`src/rtl/entropy_word_gatherer.sv`:
```
module entropy_word_gatherer #(
  parameter int NOSC = 32,
  parameter int WORD_W = 32,
  parameter int CNT_W = 8,
  parameter int DBG_W = 8,
  parameter int TMR_W = 32,
  parameter int WARMUP = 1000,
  parameter int DBG_PERIOD = 100000,
  parameter logic [WORD_W-1:0] DEF_OPA = 32'h0f0f_a5a5,
  parameter logic [WORD_W-1:0] DEF_OPB = 32'h3c3c_5a5a
) (
  input  logic              clk,
  input  logic              rst_n,
  input  logic              cfg_wr,
  input  logic              cfg_en,
  input  logic [WORD_W-1:0] cfg_opa,
  input  logic [WORD_W-1:0] cfg_opb,
  input  logic [CNT_W-1:0]  smp_interval,
  input  logic [NOSC-1:0]   osc_in,
  input  logic              ack,
  output logic              run_en,
  output logic [WORD_W-1:0] osc_opa,
  output logic [WORD_W-1:0] osc_opb,
  output logic [WORD_W-1:0] word_out,
  output logic              word_valid,
  output logic [DBG_W-1:0]  dbg_byte,
  output logic              dbg_stb
);
  localparam logic [CNT_W-1:0] FULL = CNT_W'(WORD_W);
  localparam logic [TMR_W-1:0] WU_INIT = TMR_W'(WARMUP);
  localparam logic [TMR_W-1:0] DBG_LAST = TMR_W'(DBG_PERIOD - 1);

  logic              en_q;
  logic [WORD_W-1:0] opa_q, opb_q, sh_q, word_q;
  logic [CNT_W-1:0]  scnt_q, bcnt_q;
  logic              val_q;
  logic [TMR_W-1:0]  wu_q, dc_q;
  logic [DBG_W-1:0]  db_q;
  logic              ds_q;

  wire full      = (bcnt_q == FULL);
  wire warm_done = (wu_q == '0);
  wire tick      = (scnt_q >= smp_interval);
  wire take      = val_q & en_q & ack;
  wire capture   = en_q & full & warm_done & (~val_q | ack);
  wire discard   = en_q & full & ~warm_done;
  wire shift     = en_q & ~full & tick;
  wire ent_bit   = ^osc_in;

  assign run_en     = en_q;
  assign osc_opa    = opa_q;
  assign osc_opb    = opb_q;
  assign word_out   = word_q;
  assign word_valid = val_q & en_q;
  assign dbg_byte   = db_q;
  assign dbg_stb    = ds_q;

  always_ff @(posedge clk or negedge rst_n) begin
    if (!rst_n) begin
      en_q  <= 1'b1;
      opa_q <= DEF_OPA;
      opb_q <= DEF_OPB;
    end else if (cfg_wr) begin
      en_q  <= cfg_en;
      opa_q <= cfg_opa;
      opb_q <= cfg_opb;
    end
  end

  always_ff @(posedge clk or negedge rst_n) begin
    if (!rst_n) begin
      scnt_q <= '0;
      bcnt_q <= '0;
      sh_q   <= '0;
    end else if (en_q) begin
      scnt_q <= tick ? '0 : scnt_q + 1'b1;
      if (shift) begin
        sh_q   <= {sh_q[WORD_W-2:0], ent_bit};
        bcnt_q <= bcnt_q + 1'b1;
      end else if (capture || discard) begin
        bcnt_q <= '0;
      end
    end
  end

  always_ff @(posedge clk or negedge rst_n) begin
    if (!rst_n) begin
      word_q <= '0;
      val_q  <= 1'b0;
    end else if (capture) begin
      word_q <= sh_q;
      val_q  <= 1'b1;
    end else if (take) begin
      val_q  <= 1'b0;
    end
  end

  always_ff @(posedge clk or negedge rst_n) begin
    if (!rst_n) wu_q <= WU_INIT;
    else if (!warm_done) wu_q <= wu_q - 1'b1;
  end

  always_ff @(posedge clk or negedge rst_n) begin
    if (!rst_n) begin
      dc_q <= '0;
      db_q <= '0;
      ds_q <= 1'b0;
    end else if (dc_q >= DBG_LAST) begin
      dc_q <= '0;
      db_q <= word_q[DBG_W-1:0];
      ds_q <= 1'b1;
    end else begin
      dc_q <= dc_q + 1'b1;
      ds_q <= 1'b0;
    end
  end


  hold_word_chk: assert property (@(posedge clk) disable iff (!rst_n)
    (word_valid && !ack && !cfg_wr) |=> (word_valid && $stable(word_out)));


  warm_gate_chk: assert property (@(posedge clk) disable iff (!rst_n)
    !warm_done |-> !val_q);


  bit_bound_chk: assert property (@(posedge clk) disable iff (!rst_n)
    bcnt_q <= FULL);


  pause_hold_chk: assert property (@(posedge clk) disable iff (!rst_n)
    !en_q |=> ($stable(bcnt_q) && $stable(sh_q) && $stable(scnt_q)));


  pause_valid_chk: assert property (@(posedge clk) disable iff (!rst_n)
    !run_en |-> !word_valid);


  dbg_pulse_chk: assert property (@(posedge clk) disable iff (!rst_n)
    dbg_stb |=> !dbg_stb);
endmodule

```
`config.mk`:
```
export PLATFORM = sky130hd
export DESIGN_NAME = entropy_word_gatherer
export DESIGN_NICKNAME = d
export VERILOG_FILES = /design/src/rtl/entropy_word_gatherer.sv
export SDC_FILE = /design/constraint.sdc
export NUM_CORES = 1
export LEC_CHECK = 0
export BUFFER_PORTS_ARGS = -buffer_cell sky130_fd_sc_hd__buf_2
export CAP_MARGIN = 30
export CORE_UTILIZATION = 49
export CTS_CLUSTER_SIZE = 40
export DETAILED_ROUTE_END_ITERATION = 8
export PLACE_DENSITY = 0.85
export SYNTH_ARGS = -nofsm -noshare
export SYNTH_HDL_FRONTEND = slang
export SYNTH_SLANG_ARGS = --single-unit
export TNS_END_PERCENT = 30
```
`constraint.sdc`:
```
create_clock -name clk -period 2.5 [get_ports clk]
set_input_delay 0.5 -clock clk [delete_from_list [all_inputs] [get_ports clk]]
set_output_delay 0.5 -clock clk [all_outputs]
set_load 0.05 [all_outputs]
```
==> out/qor.yml <==
run_status: "complete, but fails checks"
violations: "setup timing"
crit_family: "simple AND/OR/NAND/NOR gates"
vias: 6169
ys_seq_elements: 219
synth_warnings: 0
final_nets: 1076
finalNonFillerCells: 1204
syn-instance-count: 681
relSlewSlack_pct: 61.3
timing.hold.ws_ns: 0.221
grt_pass1_vias: 6242
die_area_um2: 19700
numCtsBuffers: 23
cp.required_ns: 2.88
synth_largest_area_cell: "dfrtp_1"
fillers: 1327
worst_setup_path_start_kind: "flip-flop"
clock-sinks: 219
clockBufferDepth: 3
area_delta_synth_final_pct: 28.1
critPathSlowestCell: "or4b_4"
register_area_um2: 5530
finalCritPeriodShare_pct: 101
rows: 50
syn_area_um2: 9390
max_stage_delay_ns: 0.46
dieWidth_um: 140
clk_pin_slew_ns: 0.06
fin_total_pwr_mw: 9.94
diodes: 0
place_congestion: 0.788
fin_setup_tns_ns: -0.104
dp_hpwl_mm: 13.0
cts_tree: "yes"
grt.total_usage_pct: 19.5
yosys-top-cells-count: "dfrtp_1, mux2_2, nor2_1"
cts_htree_levels: 1
die_y_um: 140
ios: 216
cp_num_buf_inv: 3
utilization_pct: 64.1
syn_avg_cell_area_um2: 13.8
setup_viol_count_final: 14
cp-end-kind: "flip-flop"
yosysSeqAreaShare_pct: 58.9
fin_worst_skew_ns: 0.0118
hp-class: "in -> reg"
multi_input_area_um2: 3810
dr.pass1.iters: 4
async_flop_share_pct: 100
grt_pass1_wl_mm: 31.0
initial_core_util_pct: 50.0
fmax_mhz: 397
synth_top_area_share_pct: 48.0
tightest_slew_ns: 0.579
synth_ff_type: "dfrtp_1"
grt_max_degree: 73
first_iter_violations: 278
clk_latency_ns: 0.51
root_buffer: "clkbuf_16"
place_area_um2: 10900
power_density_nw_per_um2: 826
via_per_inst: 5.12
synth_area_leaders: "dfrtp_1, mux2_2, dfstp_2"
core_area_um2: 18800
wl_mm: 19.9
drc: 0
synth_cell_types: 54
port-buffer-count: 215
dp_slack_ns: -0.297
p_leak_nw: 6.08
critPathArrivalTime_ns: 2.90
routedWlPerCell_um: 16.5
timing.final.ws_setup_ns: -0.0187
rsz0062_at_grt: "true"
antenna_found_initial: 0
synth_edf_count: 0
finalMaxSlewViolations: 0
crit_fanout: 6
vdd_ir_drop_max_v: 0.000473
cap_violations: 0
finalHoldViolations: 0
post-route-min-period_ns: 2.52
ant_nets: 0
drive_gt1_share_pct: 50.4
place_inst: 1148
design_area_um2: 12000
yosysMostFrequentCell: "dfrtp_1"
critical_path_class: "reg -> reg"
path_cells: "inv_2, ha_4, or4b_4, nor4_4, nand2_2, nor3_4, buf_6, clkbuf_16, mux2_4"
grt-ovfl-total: 0
[state kept, by name, summed over array words and instances (netlist names)]
name	cells
dbg_stb	1
osc_opb	32
wu_q	32
run_en	1
word_out	32
sh_q	32
bcnt_q	8
dbg_byte	8
osc_opa	32
dc_q	32
val_q	1
scnt_q	8
[cell usage in the layout (no fill, tap or decap), drive strengths merged, types with 6 or more instances in the layout]
cell type    n
a21o         6
buf        246
bufinv       6
clkbuf      34
conb        15
dfrtp      180
dfstp       39
ha          14
inv         18
mux2       137
nand2       27
nand2b       6
nand3       15
nand4        7
nor2        45
nor3        12
nor4        15
o21ai       15
or3         11
xnor2       42
xor2        35
[where the power goes]
part	switching (mW)	internal, mW	total, mW
Clock	1.38	2.49	3.87
Sequential	0.229	3.88	4.11
Combinational	1.17	0.789	1.96
[logic make-up after synthesis]
| kind of cell | synth area share (%) |
|---|---|
| adders and majority gates | 1.87 |
| xor gates and xnor gates | 7.18 |
| DFF | 58.9 |
| other | 0.0399 |
| AOI/OAI and AO/OA | 2.92 |
| and+or+nand+nor | 9.66 |
| buffers and inverters | 1.71 |
| muxes | 17.7 |
[routing by layer]
metal  global-route usage (%)  vias up  part of all wire, %  routed length [µm]
met3                     3.21       31                  4.1                 824
met1                     25.3     3060                   41                8250
met4                     5.55        0                  2.3                 462
met2                     33.7      167                   52               10300
li1                         -     2911                    -                   -
met5                        0        -                    0                   0
[cell type report]
cell class                 instances  share of cell area [%]
timing repair buffer             249                    12.1
clock inverter                    10                    1.73
inverter                          16                   0.499
clock buffer                      32                    5.56
tap                              234                    2.43
multi-input combinational        444                    31.7
sequential                       219                    46.0
[repair_timing]
action / 4_1_cts / 5_1_grt
gates resized for setup: 1 / 14
hold endpoints to repair: 48 / 0
buffers inserted: 0 / 9
hold buffers: 1 / 0
pin swaps: 2 / 3
endpoints found under the setup margin: 32 / 34
cloned: 1 / 3
[worst paths after layout]
kind / cells past startpoint / start / to / slack [ns]
min in group asynchronous: 2 / rst_n / osc_opa[22] / 0.55
max: 9 / bcnt_q[1] / word_out[17] / -0.02
min reg2reg: 1 / wu_q[31] / wu_q[31] / 0.48
max in group asynchronous: 3 / rst_n / wu_q[3] / 1.22
max reg2reg: 9 / bcnt_q[1] / word_out[17] / -0.02
min: 2 / cfg_opa[22] / osc_opa[22] / 0.22
No activity file was read; power rests on OpenSTA's default activity.
